$ cat config.mk
export PLATFORM = sky130hd
export DESIGN_NAME = hostbus_fe
export DESIGN_NICKNAME = d
export VERILOG_FILES = /design/src/rtl/hbf_pkg.sv /design/src/rtl/hbf_sync_edge.sv /design/src/rtl/hbf_xfer_ctl.sv /design/src/rtl/hbf_read_port.sv /design/src/rtl/hostbus_fe.sv
export SDC_FILE = /design/constraint.sdc
export NUM_CORES = 1
export LEC_CHECK = 0
export BUFFER_PORTS_ARGS = -buffer_cell sky130_fd_sc_hd__buf_4
export CAP_MARGIN = 10
export CELL_PAD_IN_SITES_DETAIL_PLACEMENT = 0
export CELL_PAD_IN_SITES_GLOBAL_PLACEMENT = 1
export CORE_MARGIN = 2
export CORE_UTILIZATION = 37
export DETAILED_ROUTE_END_ITERATION = 16
export GPL_TIMING_DRIVEN = 0
export PLACE_DENSITY_LB_ADDON = 0.12
export SLEW_MARGIN = 5
export SYNTH_ARGS = -nofsm -noshare
export SYNTH_HDL_FRONTEND = slang
export SYNTH_SLANG_ARGS = --single-unit
$ cat constraint.sdc
create_clock -name clk -period 2 [get_ports clk]
set_input_delay 0.1 -clock clk [delete_from_list [all_inputs] [get_ports clk]]
set_output_delay 0.1 -clock clk [all_outputs]
set_load 0.05 [all_outputs]
$ cat src/rtl/hbf_pkg.sv
`timescale 1ns/1ps
package hbf_pkg;
  localparam int unsigned BYTE_W    = 8;
  localparam int unsigned HALF_W    = BYTE_W / 2;
  localparam int unsigned WIDTH_BIT = 4;

  typedef logic [BYTE_W-1:0] byte_t;
  typedef logic [HALF_W-1:0] half_t;

  typedef enum logic {
    PROTO_STROBES = 1'b0,
    PROTO_DIR_EN  = 1'b1
  } proto_e;

  function automatic logic is_width_cmd(input byte_t code);
    return code[BYTE_W-1:BYTE_W-3] == 3'b001;
  endfunction
endpackage

$ cat src/rtl/hbf_sync_edge.sv
`timescale 1ns/1ps
module hbf_sync_edge #(
  parameter int unsigned STAGES = 2
) (
  input  logic clk,
  input  logic rst_n,
  input  logic async_in,
  output logic level,
  output logic rise,
  output logic fall
);
  localparam int unsigned TOP = STAGES - 1;

  logic [STAGES-1:0] chain_q;
  logic              last_q;
  logic [STAGES-1:0] chain_d;

  generate
    if (STAGES > 1) begin : g_multi
      always_comb chain_d = {chain_q[STAGES-2:0], async_in};
    end else begin : g_single
      always_comb chain_d = async_in;
    end
  endgenerate

  always_ff @(posedge clk or negedge rst_n) begin
    if (!rst_n) begin
      chain_q <= '0;
      last_q  <= 1'b0;
    end else begin
      chain_q <= chain_d;
      last_q  <= chain_q[TOP];
    end
  end

  assign level = last_q;
  assign rise  = chain_q[TOP] & ~last_q;
  assign fall  = ~chain_q[TOP] & last_q;
endmodule

$ cat src/rtl/hbf_xfer_ctl.sv
`timescale 1ns/1ps
module hbf_xfer_ctl
  import hbf_pkg::*;
(
  input  logic  clk,
  input  logic  rst_n,
  input  logic  wr_done,
  input  logic  rd_start,
  input  logic  rd_done,
  input  logic  rs,
  input  byte_t din,
  output logic  width8,
  output logic  phase_hi,
  output logic  instr_valid,
  output byte_t instr_code,
  output logic  ram_wr_req,
  output byte_t ram_wr_data,
  output logic  ram_rd_req
);
  logic  width_q, width_d;
  logic  phase_q, phase_d;
  half_t hold_q, hold_d;
  logic  rdrs_q, rdrs_d;
  logic  iv_q, iv_d;
  byte_t code_q, code_d;
  logic  wv_q, wv_d;
  byte_t wdat_q, wdat_d;
  logic  rv_q, rv_d;
  logic  byte_done;
  byte_t byte_val;

  always_comb begin
    width_d   = width_q;
    phase_d   = phase_q;
    hold_d    = hold_q;
    rdrs_d    = rdrs_q;
    code_d    = code_q;
    wdat_d    = wdat_q;
    iv_d      = 1'b0;
    wv_d      = 1'b0;
    rv_d      = 1'b0;
    byte_done = 1'b0;
    byte_val  = din;
    if (rd_start) rdrs_d = rs;
    if (wr_done) begin
      if (width_q) begin
        byte_done = 1'b1;
      end else if (phase_q) begin
        hold_d  = din[BYTE_W-1:HALF_W];
        phase_d = 1'b0;
      end else begin
        byte_val  = {hold_q, din[BYTE_W-1:HALF_W]};
        byte_done = 1'b1;
        phase_d   = 1'b1;
      end
      if (byte_done) begin
        if (rs) begin
          wv_d   = 1'b1;
          wdat_d = byte_val;
        end else begin
          iv_d   = 1'b1;
          code_d = byte_val;
          if (is_width_cmd(byte_val)) begin
            width_d = byte_val[WIDTH_BIT];
            phase_d = 1'b1;
          end
        end
      end
    end else if (rd_done) begin
      if (width_q) begin
        rv_d = rdrs_q;
      end else if (phase_q) begin
        phase_d = 1'b0;
      end else begin
        phase_d = 1'b1;
        rv_d    = rdrs_q;
      end
    end
  end

  always_ff @(posedge clk or negedge rst_n) begin
    if (!rst_n) begin
      width_q <= 1'b1;
      phase_q <= 1'b1;
      hold_q  <= '0;
      rdrs_q  <= 1'b0;
      iv_q    <= 1'b0;
      code_q  <= '0;
      wv_q    <= 1'b0;
      wdat_q  <= '0;
      rv_q    <= 1'b0;
    end else begin
      width_q <= width_d;
      phase_q <= phase_d;
      hold_q  <= hold_d;
      rdrs_q  <= rdrs_d;
      iv_q    <= iv_d;
      code_q  <= code_d;
      wv_q    <= wv_d;
      wdat_q  <= wdat_d;
      rv_q    <= rv_d;
    end
  end

  assign width8      = width_q;
  assign phase_hi    = phase_q;
  assign instr_valid = iv_q;
  assign instr_code  = code_q;
  assign ram_wr_req  = wv_q;
  assign ram_wr_data = wdat_q;
  assign ram_rd_req  = rv_q;
endmodule

$ cat src/rtl/hbf_read_port.sv
`timescale 1ns/1ps
module hbf_read_port
  import hbf_pkg::*;
#(
  parameter int unsigned AC_W = BYTE_W - 1
) (
  input  logic            clk,
  input  logic            rst_n,
  input  logic            rd_start,
  input  logic            rd_level,
  input  logic            rs,
  input  logic            width8,
  input  logic            phase_hi,
  input  logic            stat_busy,
  input  logic [AC_W-1:0] stat_ac,
  input  logic            ram_rd_req,
  input  byte_t           ram_rd_data,
  output byte_t           bus_dout,
  output byte_t           bus_doe
);
  byte_t out_q, out_d;
  byte_t drv_q, drv_d;
  logic  pend_q;
  half_t half_sel;

  always_comb begin
    out_d = out_q;
    drv_d = drv_q;
    if (pend_q) out_d = ram_rd_data;
    if (rd_start && (width8 || phase_hi)) begin
      drv_d = rs ? out_q : {stat_busy, stat_ac};
    end
  end

  always_ff @(posedge clk or negedge rst_n) begin
    if (!rst_n) begin
      out_q  <= '0;
      drv_q  <= '0;
      pend_q <= 1'b0;
    end else begin
      out_q  <= out_d;
      drv_q  <= drv_d;
      pend_q <= ram_rd_req;
    end
  end

  always_comb begin
    half_sel = phase_hi ? drv_q[BYTE_W-1:HALF_W] : drv_q[HALF_W-1:0];
    if (width8) begin
      bus_dout = drv_q;
      bus_doe  = rd_level ? '1 : '0;
    end else begin
      bus_dout = {half_sel, {HALF_W{1'b0}}};
      bus_doe  = rd_level ? {{HALF_W{1'b1}}, {HALF_W{1'b0}}} : '0;
    end
  end
endmodule

$ cat src/rtl/hostbus_fe.sv
`timescale 1ns/1ps
module hostbus_fe
  import hbf_pkg::*;
#(
  parameter int unsigned SYNC_STAGES = 2
) (
  input  logic       clk,
  input  logic       rst_n,
  input  logic       bus_proto,
  input  logic       bus_cs_n,
  input  logic       bus_rs,
  input  logic       bus_ctl_a,
  input  logic       bus_ctl_b,
  input  logic [7:0] bus_din,
  output logic [7:0] bus_dout,
  output logic [7:0] bus_doe,
  output logic       instr_valid,
  output logic [7:0] instr_code,
  output logic       ram_wr_req,
  output logic [7:0] ram_wr_data,
  output logic       ram_rd_req,
  input  logic [7:0] ram_rd_data,
  input  logic       stat_busy,
  input  logic [6:0] stat_ac
);
  localparam int unsigned AC_W  = BYTE_W - 1;
  localparam int unsigned N_DIR = 2;
  localparam int unsigned IDX_W = 0;
  localparam int unsigned IDX_R = 1;

  logic [1:0]       rst_pipe_q;
  logic             rst_int_n;
  logic [N_DIR-1:0] act_raw, act_lvl, act_rise, act_fall;
  logic             width8, phase_hi;
  proto_e           proto;

  always_ff @(posedge clk or negedge rst_n) begin
    if (!rst_n) rst_pipe_q <= 2'b00;
    else        rst_pipe_q <= {rst_pipe_q[0], 1'b1};
  end
  assign rst_int_n = rst_pipe_q[1];

  assign proto = proto_e'(bus_proto);

  always_comb begin
    if (proto == PROTO_DIR_EN) begin
      act_raw[IDX_W] = ~bus_cs_n & ~bus_ctl_a & bus_ctl_b;
      act_raw[IDX_R] = ~bus_cs_n &  bus_ctl_a & bus_ctl_b;
    end else begin
      act_raw[IDX_W] = ~bus_cs_n & ~bus_ctl_a;
      act_raw[IDX_R] = ~bus_cs_n & ~bus_ctl_b;
    end
  end

  generate
    for (genvar g = 0; g < N_DIR; g++) begin : g_sync
      hbf_sync_edge #(.STAGES(SYNC_STAGES)) u_sync (
        .clk      (clk),
        .rst_n    (rst_int_n),
        .async_in (act_raw[g]),
        .level    (act_lvl[g]),
        .rise     (act_rise[g]),
        .fall     (act_fall[g])
      );
    end
  endgenerate

  hbf_xfer_ctl u_ctl (
    .clk         (clk),
    .rst_n       (rst_int_n),
    .wr_done     (act_fall[IDX_W]),
    .rd_start    (act_rise[IDX_R]),
    .rd_done     (act_fall[IDX_R]),
    .rs          (bus_rs),
    .din         (bus_din),
    .width8      (width8),
    .phase_hi    (phase_hi),
    .instr_valid (instr_valid),
    .instr_code  (instr_code),
    .ram_wr_req  (ram_wr_req),
    .ram_wr_data (ram_wr_data),
    .ram_rd_req  (ram_rd_req)
  );

  hbf_read_port #(.AC_W(AC_W)) u_rd (
    .clk         (clk),
    .rst_n       (rst_int_n),
    .rd_start    (act_rise[IDX_R]),
    .rd_level    (act_lvl[IDX_R]),
    .rs          (bus_rs),
    .width8      (width8),
    .phase_hi    (phase_hi),
    .stat_busy   (stat_busy),
    .stat_ac     (stat_ac),
    .ram_rd_req  (ram_rd_req),
    .ram_rd_data (ram_rd_data),
    .bus_dout    (bus_dout),
    .bus_doe     (bus_doe)
  );

  logic unused_lvl_w;
  assign unused_lvl_w = act_lvl[IDX_W] | act_rise[IDX_W];
endmodule

==> Yosys cells after proc, flatten, opt, wreduce, memory -nomap -nowiden <==
Index checks and enable logic that the tools add are counted.
Widths: inputs -> output; s select.
{ "word_totals": {"wordCells": 70, "reg_bits": 51, "out_inout_bits": 35, "inputBits": 31} }
{ "classes": {"reduce_logical": 7, "bitwise_logic": 16, "n_eq_ne": 1, "muxes": 29} }
{ "op_table": {"columns": ["cell", "count"], "rows": [
  ["$mux 8", 8],
  ["$mux 1", 19],
  ["$reduce_and 3->1", 3],
  ["$and 1x1->1", 8],
  ["$not 1->1", 8],
  ["$mux 4", 1],
  ["$reduce_and 4->1", 1],
  ["$eq 3x1->1 const B", 1],
  ["$mux 2", 1],
  ["$reduce_bool 2->1", 1],
  ["$logic_and 1x1->1", 1],
  ["$logic_or 1x1->1", 1]
]} }

==> Logic depth before layout (Yosys ltp) <==
Gate-level depths: netlist (run 1).
{ "depth": {"ltp_word": 8, "ltp_mapped": 6, "depth_no_buf": 5} }

==> By module <==
From an unflattened synthesis (run 1), not the netlist that was laid out.
{ "hier_totals": {"hier_cells": 167, "hier_area_um2": 2210.9} }
{ "by_module_without_submodules": {"columns": ["mod", "seq_area_each_um2", "instances", "cells_each", "area_per_inst_um2"], "rows": [
  ["hbf_xfer_ctl", 653.1, 1, 88, 1062.3],
  ["hbf_read_port", 425.4, 1, 61, 883.3],
  ["hbf_sync_edge", 75.1, 2, 5, 90.1],
  ["hostbus_fe", 50.0, 1, 8, 85.1]
]} }

==> Least setup slack after synthesis (run 1) <==
OpenSTA, ideal clock, no wires.
{ "synth_timing": {"kind": "flip-flop to flip-flop", "start": "reg u_ctl.width_q, in the netlist u_ctl.width8", "end": "reg u_ctl.wdat_q[6], in the netlist u_ctl.ram_wr_data[6]", "setup_time_ps": 77, "slack_ps": 370, "required_ps": 1923, "path_stages_with_launch": 7, "period_less_slack_ps": 1630, "t_arrival_ps": 1552, "path_buffers": 1, "cell_sequence": "dfstp_2 -> inv_1 -> ha_1 -> nor3b_4 -> buf_4 -> nor2_1 -> a21oi_1"} }
{ "synth_via": {"elab_chain_len": 3, "word_cells_on_any_way": 5, "cone_classes": "mux: 4; reduce/logical: 1"} }
{ "synth_lines": {"columns": ["item", "line", "source"], "rows": [
  ["start, declared", "hbf_xfer_ctl.sv:20", "logic width_q, width_d;"],
  ["start signal, assigned", "hbf_xfer_ctl.sv:93", "width_q <= width_d;"],
  ["$mux 1", "hbf_xfer_ctl.sv:46", "if (width_q) begin"],
  ["$mux 1", "hbf_xfer_ctl.sv:45", "if (wr_done) begin"],
  ["$reduce_and 3->1 (no source line)", null, null],
  ["end signal, assigned", "hbf_xfer_ctl.sv:100", "wdat_q <= wdat_d;"],
  ["end, declared", "hbf_xfer_ctl.sv:27", "byte_t wdat_q, wdat_d;"]
]} }
Parallel ways exist; a longest one is shown, timed or not. The select of a mux whose other input is x is not followed.
A chain may end at the register's enable or synchronous reset.

==> Worst setup path after layout (run 1) <==
{ "layout_timing": {"start": "reg u_ctl.width_q, in the netlist u_ctl.width8", "end": "reg u_ctl.phase_q, in the netlist u_ctl.phase_hi"} }
{ "layout_via": {"elab_chain_len": 7, "word_cells_on_any_way": 11, "cone_classes": "eq/ne: 1; mux: 10"} }
{ "layout_lines": {"columns": ["item", "line", "source"], "rows": [
  ["$mux 8", "hbf_xfer_ctl.sv:46", null],
  ["$mux 8", "hbf_xfer_ctl.sv:45", null],
  ["$eq 3x1->1", "hbf_pkg.sv:16", "return code[BYTE_W-1:BYTE_W-3] == 3'b001;"],
  ["$mux 1", "hbf_xfer_ctl.sv:63", "if (is_width_cmd(byte_val)) begin"],
  ["$mux 1", "hbf_xfer_ctl.sv:57", "if (rs) begin"],
  ["$mux 1", "hbf_xfer_ctl.sv:56", "if (byte_done) begin"],
  ["$mux 1 (*)", "hbf_xfer_ctl.sv:45", null],
  ["end signal, assigned", "hbf_xfer_ctl.sv:94", "phase_q <= phase_d;"],
  ["end, declared", "hbf_xfer_ctl.sv:21", "logic phase_q, phase_d;"]
]} }
Every way passes the cells marked *; elsewhere a longest branch is shown, timed or not. The select of a mux whose other input is x is not followed.

==> results of run 1 <==
-- timing repair --
action                                 4_1_cts  5_1_grt
endpoints found under the hold margin        4        0
setup endpoints to repair                    0       11
setup buffers                                0        3
hold buffers                                 4        0
-- final timing paths --
kind	start	endpoint	slack (ns)	cells after the start
worst min-delay path	ram_rd_data[6]	u_rd.out_q[6]	0.03	2
worst max register to register	u_ctl.width8	u_ctl.phase_hi	0.15	5
worst max-delay path	u_ctl.width8	u_ctl.phase_hi	0.15	5
max in group asynchronous	rst_pipe_q[1]	u_ctl.phase_hi	1.14	1
min in group asynchronous	rst_n	rst_pipe_q[1]	0.11	2
worst min register to register	rst_pipe_q[1]	g_sync[0].u_sync.chain_q[0]	0.26	0
-- state kept, by name, indices dropped and copies added (netlist names) --
name and flops:
u_ctl.instr_code 8, u_ctl.ram_wr_data 8, u_rd.drv_q 8, u_rd.out_q 8, g_sync.u_sync.chain_q 4, u_ctl.hold_q 4
g_sync.u_sync.level 2, rst_pipe_q 2, u_ctl.instr_valid 1, u_ctl.phase_hi 1, u_ctl.ram_rd_req 1, u_ctl.ram_wr_req 1
u_ctl.rdrs_q 1, u_ctl.width8 1, u_rd.pend_q 1
-- where the power goes --
part	switching [mW]	internal [mW]	leakage, nW
Sequential	0.194	1.36	0.591
Combinational	1.03	0.612	0.739
Clock	0.302	0.249	0.0395
-- cell usage after synthesis, types with 2 or more instances --
cell      count  share of area [%]
dfrtp_1      49                 56
a21oi_1      25                5.7
nor2_1       25                4.3
mux2_2       17                8.8
mux2i_1      17                7.8
buf_4         9                3.1
and2_1        5                1.4
inv_1         3               0.52
buf_6         2                1.0
dfstp_2       2                2.4
ha_1          2                1.1
nand2_1       2               0.34
nand2b_1      2               0.57
nor2_2        2               0.57
-- layout by cell type (no fill, tap or decap), types with 2 or more instances in the layout --
master         instances
mux2_2                17
dfstp_2                2
nand2b_1               2
buf_4                 77
mux2i_1               17
dlygate4sd3_1          4
nor2_2                 2
inv_1                  3
buf_6                  2
a21oi_1               25
clkbuf_1               4
nor2_1                25
ha_1                   2
nand2_1                2
dfrtp_1               48
clkbuf_8               5
and2_1                 5
-- final cells by class --
type / instances / area [um^2]
timing repair buffer: 73 / 571
inverter: 3 / 11.3
clock buffer: 8 / 80.1
buffer: 13 / 98.8
tap: 72 / 90.1
sequential: 51 / 1280
multi-input combinational: 111 / 792
fill: 536 / 2690
-- logic make-up (layout without fill, tap and decap cells) --
logic type,count (synthesis),in the layout,share of synthesized area (%)
DFF,51,51,58.6
and+or+nand+nor,45,45,11.2
muxes,34,34,16.6
AOI/OAI and AO/OA,29,29,7.17
buffers and inverters,16,97,5.05
adders and majority gates,2,2,1.15
other,1,1,0.172
-- metal layers --
layer / vias up / GRT usage (%) / routed length [um]
met4: 0 / 4.58 / 40
li1: 758 / - / -
met5: - / 0 / 0
met2: 39 / 23.4 / 2060
met1: 715 / 19.2 / 2010
met3: 5 / 3.44 / 219
-- worst max-delay path: stages, from the launching register on --
cell and delay (ns):
dfstp_2 0.63, inv_1 0.10, ha_1 0.26, nor3_4 0.40, o211ai_2 0.19, a31oi_1 0.19
==> impl_summary.log, run 1 <==
INFO  metric status = completed
INFO  metric design.final.nets = 291
INFO  metric power.static_leakage = between 1 and 1.5 nW
INFO  metric element_type_at_the_critical_path_end = flop
INFO  metric clock_path_buffers = 2
INFO  metric antenna-diode-count = 0
INFO  metric setup.worst_path.start_class = flop
INFO  metric rsz0062_at_grt = false
INFO  metric total_global_routing_track_utilization = 14.4%
INFO  metric hold_viol = 0
INFO  metric post_synthesis_average_cell_area = around 12 um^2
INFO  metric grt_pass1_vias = about 1,500
INFO  metric grt_antenna_before_repair = 0
INFO  metric fin_worst_hold_slack = ~0.032 ns
INFO  metric dp_worst_setup_slack = 0.0367 ns
INFO  metric utilization = a little over half
INFO  metric vias = between 1,500 and 2,000
INFO  metric detailed_place.area = 2780 um^2
INFO  metric yosys_warnings = 0
INFO  metric synth_flop_cell = dfrtp_1
INFO  metric yosysSeqAreaShare = 58.6%
INFO  metric async_reset_ff_share = 100%
INFO  metric area.growth.synth_to_final = 34.0%
INFO  metric wl_per_cell = ~13 um
INFO  metric hold_path_class = input pin to flop
INFO  metric fp-row-count = 27
INFO  metric critPathMaxFanout = 9
INFO  metric slew_headroom = around 64%
INFO  metric worstPathArrival = between 2 and 2.5 ns
INFO  metric post_cts_resized = 0
INFO  metric design.portCount = 66
INFO  metric drv.max_cap_violation_count = 0
INFO  metric totalNegativeSetupSlack = 0 ns
INFO  metric fin_skew = between 0.005 and 0.006 ns
INFO  metric synth_cell_types = 30
INFO  metric final_cells = ~330
INFO  metric synth_fp_nets = 211
INFO  metric initial_core_util = a little under 40%
INFO  metric routed_antenna_nets = 0
INFO  metric ctsHtreeMaxLevel = 2
INFO  metric numCtsBuffers = 5
INFO  metric floorplan.die.width = 80.8 um
INFO  metric achievable-frequency = about 0.54 GHz
INFO  metric grt_max_degree = 28
INFO  metric vdd_drop_max = between 0.0005 and 0.0006 V
INFO  metric post-route-min-period = approximately 1.8 ns
INFO  metric die_h = ~81 um
INFO  metric design_area = approximately 2900 um^2
INFO  metric synth_edf_count = 0
INFO  metric grt_pass1_wl = 7.16 mm
INFO  metric detailedPlacementHpwl = ~3.2 mm
INFO  metric critical_path_class = flop to flop
INFO  metric place.port_buffers = 65
INFO  metric tightestPinTransition = about 0.54 ns
INFO  metric core = 5610 um^2
INFO  metric gpl.final_weighted_congestion = approximately 0.67
INFO  metric grt_remaining_overflow = 0
INFO  metric clk-insertion-delay-late = around 0.29 ns
INFO  metric setup_viol_count_final = 0
INFO  metric cts.sinks = 51
INFO  metric clockRootBuffer = clkbuf_8
INFO  metric tritoncts = done
INFO  metric total_power = around 3.8 mW
INFO  metric p_per_area = around 1300 nW/um^2
INFO  metric detail_route.drc_violations = 0
INFO  metric drt-initial-drc-count = between 40 and 50
INFO  metric vias_per_cell = ~4.6
INFO  metric mappedNetlistArea = approximately 2200 um^2
INFO  metric cts.reportedPaths.clkPinSlew = approximately 0.08 ns
INFO  metric syn-instance-count = roughly 180
INFO  metric die-area = 6520 um^2
INFO  metric wirelength = 4.34 mm
INFO  metric final-max-slew-violation-count = 0
INFO  metric final.setup.worst_slack = roughly 0.15 ns
INFO  metric worstPathRequired = 2.22 ns
INFO  metric length_of_the_first_detailed_routing_pass_in_iterations = 3
INFO  metric placed_cells = around 320
INFO  metric drive_above_1_share = 43.6%
INFO  metric ys_ff_latch = roughly 50
INFO  metric final.period_utilization = between 90% and 100%
(Power assumes the default switching activity.)
==> inputs of run 2 (changes only) <==
clock period = 2.2 ns   (was 2 ns; I/O delays follow)
==> impl_summary.log, run 2 (synthesis gave the netlist of run 1 again) <==
INFO  metric length_of_the_first_detailed_routing_pass_in_iterations = 4 (was 3)
INFO  metric final-max-slew-violation-count = 0 (unchanged)
INFO  metric design_area = 2900 um^2 (was 2920 um^2)
INFO  metric power.sequential.fraction = 41.5% (about the same)
INFO  metric post_cts_resized = 0 (unchanged)
INFO  metric grt_max_degree = 28 (unchanged)
INFO  metric totalNegativeSetupSlack = 0 ns (unchanged)
INFO  metric drt-initial-drc-count = 45 (was 47)
INFO  metric ctsHtreeMaxLevel = 2 (unchanged)
INFO  metric achievable-frequency = 0.518 GHz (was 0.542 GHz)
INFO  metric critical_path_class = flop to flop (unchanged)
INFO  metric grt_pass1_wl = 7.16 mm (unchanged)
INFO  metric critPathMaxFanout = 10 (was 9)
INFO  metric floorplan.die.width = 80.8 um (unchanged)
INFO  metric layout_commonest_cell = buf_4 (unchanged)
INFO  metric die-area = 6520 um^2 (unchanged)
INFO  metric place.port_buffers = 65 (unchanged)
INFO  metric area.growth.synth_to_final = 33.0% (was 34.0%)
INFO  metric slew_headroom = 64.2% (was 64.3%)
INFO  metric clockRootBuffer = clkbuf_8 (unchanged)
INFO  metric tritoncts = done (unchanged)
INFO  metric vias = 1,518 (was 1,517)
INFO  metric post-route-min-period = 1.93 ns (was 1.85 ns)
INFO  metric element_type_at_the_critical_path_end = flop (unchanged)
INFO  metric p_per_area = 1180 nW/um^2 (was 1280 nW/um^2)
INFO  metric worstPathArrival = 2.16 ns (was 2.07 ns)
INFO  metric most_used_cells_in_the_layout_excluding_fill_and_tap_cells = 74 x buf_4, 48 x dfrtp_1, 25 x a21oi_1, 25 x nor2_1 (was 77 x buf_4, 48 x dfrtp_1, 25 x a21oi_1, 25 x nor2_1)
INFO  metric grt_antenna_before_repair = 0 (unchanged)
INFO  metric gpl.final_weighted_congestion = 0.674 (unchanged)
INFO  metric core = 5610 um^2 (unchanged)
INFO  metric clock_path_buffers = 2 (unchanged)
INFO  metric worstPathRequired = 2.42 ns (was 2.22 ns)
INFO  metric cts_post_setup_buffers_inserted = 0 (unchanged)
INFO  metric switching_share = 40.8% (was 40.7%)
INFO  metric hold_viol = 0 (unchanged)
INFO  metric total_power = 3.41 mW (was 3.75 mW)
INFO  metric design.portCount = 66 (unchanged)
INFO  metric rsz0062_at_grt = false (unchanged)
INFO  metric antenna-diode-count = 0 (unchanged)
INFO  metric drv.max_cap_violation_count = 0 (unchanged)
INFO  metric fin_worst_hold_slack = 0.0419 ns (was 0.0320 ns)
INFO  metric numCtsBuffers = 5 (unchanged)
INFO  metric wl_per_cell = 13.3 um (was 13.1 um)
INFO  metric routed_antenna_nets = 0 (unchanged)
INFO  metric reg2reg_setup_slack = 0.27 ns (was 0.15 ns)
INFO  metric fin_skew = 0.00528 ns (was 0.00521 ns)
INFO  metric tightestPinTransition = 0.537 ns (was 0.536 ns)
INFO  metric utilization = 51.7% (was 52.1%)
INFO  metric power.static_leakage = 1.35 nW (was 1.37 nW)
INFO  metric postCtsHoldBufs = 4 (unchanged)
INFO  metric setup_viol_count_final = 0 (unchanged)
INFO  metric clk-insertion-delay-late = 0.29 ns (about the same)
INFO  metric setup.worst_path.start_class = flop (unchanged)
INFO  metric total_global_routing_track_utilization = 14.4% (unchanged)
INFO  metric power.internal = 2.02 mW (was 2.22 mW)
INFO  metric die_h = 80.8 um (unchanged)
INFO  metric wirelength = 4.35 mm (was 4.34 mm)
INFO  metric vias_per_cell = 4.63 (was 4.58)
INFO  metric detailed_place.area = 2780 um^2 (unchanged)
INFO  metric grt_pass1_vias = 1,492 (unchanged)
INFO  metric clockPowerShare = 14.7% (about the same)
INFO  metric design.final.nets = 288 (was 291)
INFO  metric hold_path_class = input pin to flop (unchanged)
INFO  metric combPwrFrac = 43.8% (about the same)
INFO  metric filler_cell_count = 537 (was 536)
INFO  metric detailedPlacementHpwl = 3.23 mm (unchanged)
INFO  metric grt_remaining_overflow = 0 (unchanged)
INFO  metric drive_above_1_share = 43.0% (was 43.6%)
INFO  metric initial_core_util = 38.9% (unchanged)
INFO  metric cts.reportedPaths.clkPinSlew = 0.08 ns (about the same)
INFO  metric vdd_drop_max = 0.000470 V (was 0.000517 V)
INFO  metric p_sw = 1.39 mW (was 1.53 mW)
INFO  metric cts.sinks = 51 (unchanged)
INFO  metric status = completed (unchanged)
INFO  metric final.period_utilization = 87.8% (was 92.3%)
INFO  metric detail_route.drc_violations = 0 (unchanged)
INFO  metric fp-row-count = 27 (unchanged)
[run 2: metal layers]
layer	track usage, %	vias to the layer above	share of wire [%]
li1	-	755	-
met1	19.2	712	46
met2	23.4	46	47
met3	3.44	5	6.0
met4	4.58	0	0.92
met5	0	-	0
[run 2: worst max-delay path, stage by stage, from the launching register on]
cell     delay (ns)
dfstp_2        0.63
inv_1          0.10
ha_1           0.27
nor3b_4        0.43
buf_4          0.27
nor2_1         0.05
a21oi_1        0.11
[run 2: through the flow]
step	worst slack, ns	cells
3_3_place_gp	0.0705	315
6_report	0.268	328
3_5_place_dp	0.237	316
4_1_cts	0.246	328
2_1_floorplan	0.570	178
5_1_grt	0.100	328
[run 2: path summary, 6_finish.rpt]
check | startpoint | endpoint | cells after the start
max | u_ctl.width8 | u_ctl.ram_wr_data[6] | 6
min | ram_rd_data[6] | u_rd.out_q[6] | 2
max reg2reg | u_ctl.width8 | u_ctl.ram_wr_data[6] | 6
min reg2reg | rst_pipe_q[1] | g_sync[0].u_sync.chain_q[0] | 0
max in group asynchronous | rst_pipe_q[1] | u_ctl.phase_hi | 1
min in group asynchronous | rst_n | rst_pipe_q[1] | 2
[run 2: power groups by stage]
stage               logic, mW  registers (mW)  clock network [mW]
finish                   1.49            1.42               0.502
global route             1.59            1.46               0.578
CTS                      1.51            1.42               0.537
detailed placement       1.50            1.44                   0
global placement         1.48            1.44                   0
floorplan               0.738            1.76                   0
[run 2: area by class of cell]
type                            count  area [um^2]  share of cell area, %
Multi-Input combinational cell    111          792                   27.3
Clock buffer                        8         80.1                   2.76
Sequential cell                    51         1280                   44.1
Tap cell                           72         90.1                   3.11
Buffer                             13         98.8                   3.41
Inverter                            3         11.3                  0.388
Timing Repair Buffer               70          548                   18.9
==> inputs of run 3 (changes only) <==
ABC_AREA = 1   (was unset)
==> impl_summary.log, run 3 <==
INFO  metric length_of_the_first_detailed_routing_pass_in_iterations = 4 (unchanged)
INFO  metric design.final.nets = 362 (was 288)
INFO  metric vias = 1,776 (was 1,518)
INFO  metric synth_fp_nets = 288 (was 211)
INFO  metric die-area = 6750 um^2 (was 6520 um^2)
INFO  metric place.port_buffers = 64 (was 65)
INFO  metric synth_top_cells_by_area = dfrtp_1 54%, nand2_1 13%, o21ai_0 8.4% (was dfrtp_1 56%, mux2_2 8.8%, mux2i_1 7.8%)
INFO  metric post_synth_most_frequent_cells = 77 x nand2_1, 49 x dfrtp_1, 38 x o21ai_0 (was 49 x dfrtp_1, 25 x a21oi_1, 25 x nor2_1)
INFO  metric final.setup.worst_slack = 0.381 ns (was 0.268 ns)
INFO  metric die_h = 82.2 um (was 80.8 um)
INFO  metric post_cts_resized = 0 (unchanged)
INFO  metric achievable-frequency = 0.550 GHz (was 0.518 GHz)
INFO  metric drive_above_1_share = 30.6% (was 43.0%)
INFO  metric hold_path_class = input pin to flop (unchanged)
INFO  metric reg2reg_setup_slack = 0.38 ns (was 0.27 ns)
INFO  metric core = 5920 um^2 (was 5610 um^2)
INFO  metric status = completed (unchanged)
INFO  metric grt_pass1_wl = 7.96 mm (was 7.16 mm)
INFO  metric setup.worst_path.start_class = flop (unchanged)
INFO  metric synth.largest_area_cell = dfrtp_1 (unchanged)
INFO  metric yosysSeqAreaShare = 56.6% (was 58.6%)
INFO  metric power.static_leakage = 1.58 nW (was 1.35 nW)
INFO  metric yosys_warnings = 0 (unchanged)
INFO  metric yosys.cell_count.top_type = nand2_1 (was dfrtp_1)
INFO  metric grt_remaining_overflow = 0 (unchanged)
INFO  metric yosysTopAreaCellShare = 54.2% (was 56.2%)
INFO  metric grt_pass1_vias = 1,705 (was 1,492)
INFO  metric fin_worst_hold_slack = 0.0165 ns (was 0.0419 ns)
INFO  metric antenna-diode-count = 0 (unchanged)
INFO  metric worstReg2RegEnd = u_ctl.ram_wr_data[1] (was u_ctl.ram_wr_data[6])
INFO  metric cell_depth_of_the_worst_min_delay_path = 3 (was 2)
INFO  metric critPathMaxFanout = 10 (unchanged)
INFO  metric area.growth.synth_to_final = 33.1% (was 33.0%)
INFO  metric fin_skew = 0.0118 ns (was 0.00528 ns)
INFO  metric numCtsBuffers = 5 (unchanged)
INFO  metric grt_max_degree = 39 (was 28)
INFO  metric ctsHtreeMaxLevel = 2 (unchanged)
INFO  metric totalNegativeSetupSlack = 0 ns (unchanged)
INFO  metric clockRootBuffer = clkbuf_8 (unchanged)
INFO  metric element_type_at_the_critical_path_end = flop (unchanged)
INFO  metric grt_antenna_before_repair = 0 (unchanged)
INFO  metric ys_ff_latch = 51 (unchanged)
INFO  metric initial_core_util = 38.2% (was 38.9%)
INFO  metric final-max-slew-violation-count = 0 (unchanged)
INFO  metric worst-r2r-cell-count = 6 (unchanged)
INFO  metric post-route-min-period = 1.82 ns (was 1.93 ns)
INFO  metric total_power = 4.26 mW (was 3.41 mW)
INFO  metric worstPathRequired = 2.39 ns (was 2.42 ns)
INFO  metric worstPathArrival = 2.01 ns (was 2.16 ns)
INFO  metric setup_viol_count_final = 0 (unchanged)
INFO  metric detailedPlacementHpwl = 3.59 mm (was 3.23 mm)
INFO  metric design.portCount = 66 (unchanged)
INFO  metric fp-row-count = 28 (was 27)
INFO  metric rsz0062_at_grt = false (unchanged)
INFO  metric routed_antenna_nets = 0 (unchanged)
INFO  metric tritoncts = done (unchanged)
INFO  metric wl_per_cell = 11.9 um (was 13.3 um)
INFO  metric synth_flop_cell = dfrtp_1 (unchanged)
INFO  metric post_synthesis_average_cell_area = 8.87 um^2 (was 12.3 um^2)
INFO  metric floorplan.die.width = 82.2 um (was 80.8 um)
INFO  metric total_global_routing_track_utilization = 15.9% (was 14.4%)
INFO  metric p_per_area = 1410 nW/um^2 (was 1180 nW/um^2)
INFO  metric filler_cell_count = 589 (was 537)
INFO  metric clock_path_buffers = 2 (unchanged)
INFO  metric cts.reportedPaths.clkPinSlew = 0.10 ns (was 0.08 ns)
INFO  metric vias_per_cell = 4.39 (was 4.63)
INFO  metric critical_path_class = flop to flop (unchanged)
INFO  metric drt-initial-drc-count = 53 (was 45)
INFO  metric min-delay-start = ram_rd_data[7] (was ram_rd_data[6])
INFO  metric postCtsHoldBufs = 2 (was 4)
INFO  metric mappedNetlistArea = 2260 um^2 (was 2180 um^2)
INFO  metric wirelength = 4.83 mm (was 4.35 mm)
INFO  metric drv.max_cap_violation_count = 0 (unchanged)
INFO  metric vdd_drop_max = 0.000703 V (was 0.000470 V)
INFO  metric cts_post_setup_buffers_inserted = 0 (unchanged)
INFO  metric syn-instance-count = 255 (was 178)
INFO  metric layout_commonest_cell = nand2_1 (was buf_4)
INFO  metric async_reset_ff_share = 100% (unchanged)
INFO  metric gpl.final_weighted_congestion = 0.763 (was 0.674)
INFO  metric dp_worst_setup_slack = 0.360 ns (was 0.237 ns)
INFO  metric synth_cell_types = 29 (was 30)
INFO  metric clk-insertion-delay-late = 0.30 ns (was 0.29 ns)
INFO  metric hold_viol = 0 (unchanged)
INFO  metric detail_route.drc_violations = 0 (unchanged)
INFO  metric most_used_cells_in_the_layout_excluding_fill_and_tap_cells = 77 x nand2_1, 72 x buf_4, 48 x dfrtp_1 (was 74 x buf_4, 48 x dfrtp_1, 25 x a21oi_1, 25 x nor2_1)
INFO  metric startpoint_of_the_worst_register_to_register_path = u_ctl.width8 (unchanged)
INFO  metric cts.sinks = 51 (unchanged)
INFO  metric synth_edf_count = 0 (unchanged)
INFO  metric final.period_utilization = 82.7% (was 87.8%)
INFO  metric worstHoldEndpoint = u_rd.out_q[7] (was u_rd.out_q[6])
[run 3: changes by cell type after synthesis, moves of 2 or more]
| cell | change |
|---|---|
| inv_1 | +30 |
| mux2_2 | -17 |
| a21oi_1 | -22 |
| mux2i_1 | -17 |
| o21ai_0 | +37 |
| and2_1 | -5 |
| o21ai_2 | +2 |
| nand2b_1 | -2 |
| nor2_1 | -17 |
| inv_2 | +3 |
| nand2_1 | +75 |
| o211ai_1 | +8 |
[run 3: area by class of cell]
class / instances / area, um^2 / share of cell area [%]
clock inverter: 2 / 60.1 / 2.00
tap: 75 / 93.8 / 3.12
inverter: 38 / 144 / 4.78
sequential: 51 / 1280 / 42.5
buffer: 14 / 106 / 3.53
multi-input combinational: 152 / 732 / 24.3
clock buffer: 6 / 72.6 / 2.41
timing repair buffer: 67 / 520 / 17.3
[run 3: how the worst max path moves through the flow]
stage	to	slack [ns]	from
global placement	u_ctl.ram_wr_req	0.06	rst_pipe_q[1]
global route	u_ctl.ram_wr_data[4]	0.24	u_ctl.width8
finish	u_ctl.ram_wr_data[1]	0.38	u_ctl.width8
floorplan	bus_dout[4]	0.17	u_ctl.width8
detailed placement	u_ctl.ram_wr_data[1]	0.36	u_ctl.width8
CTS	u_ctl.ram_wr_data[1]	0.36	u_ctl.width8
[run 3: layer usage]
| layer | wire [um] | global-route usage [%] | up-vias |
|---|---|---|---|
| li1 | - | - | 931 |
| met1 | 2400 | 22.5 | 798 |
| met2 | 2130 | 24.4 | 43 |
| met3 | 232 | 3.70 | 4 |
| met4 | 68 | 5.00 | 0 |
| met5 | 0 | 0 | - |
[run 3: critical path, stage by stage (launching register included)]
cell and delay, ns:
dfstp_2 0.53, buf_6 0.14, clkinv_2 0.10, ha_1 0.24
nor3_4 0.41, buf_6 0.21, o21ai_0 0.09
[run 3: where the power goes]
group | switching [mW] | total, mW | internal, mW
clock network | 0.293 | 0.747 | 0.454
logic | 1.41 | 2.03 | 0.618
registers | 0.176 | 1.48 | 1.30
total | 1.88 | 4.26 | 2.37
[run 3: cells by family after synthesis]
group	synth area share, %
AND/OR/NAND/NOR	17.7
adder cells (fa/ha/maj)	1.11
other	0.166
AO/OA/AOI/OAI	13.4
flip-flops	56.6
buffers and inverters	11.1
[run 3: per-stage QoR]
| stage | std cells | area, um^2 | utilization (%) |
|---|---|---|---|
| final | 405 | 3010 | 50.8 |
| after detailed placement | 395 | 2860 | 48.2 |
| after global routing | 405 | 3010 | 50.8 |
| after CTS | 405 | 3010 | 50.8 |
| after floorplan | 255 | 2260 | - |
| after global placement | 394 | 2840 | 47.9 |
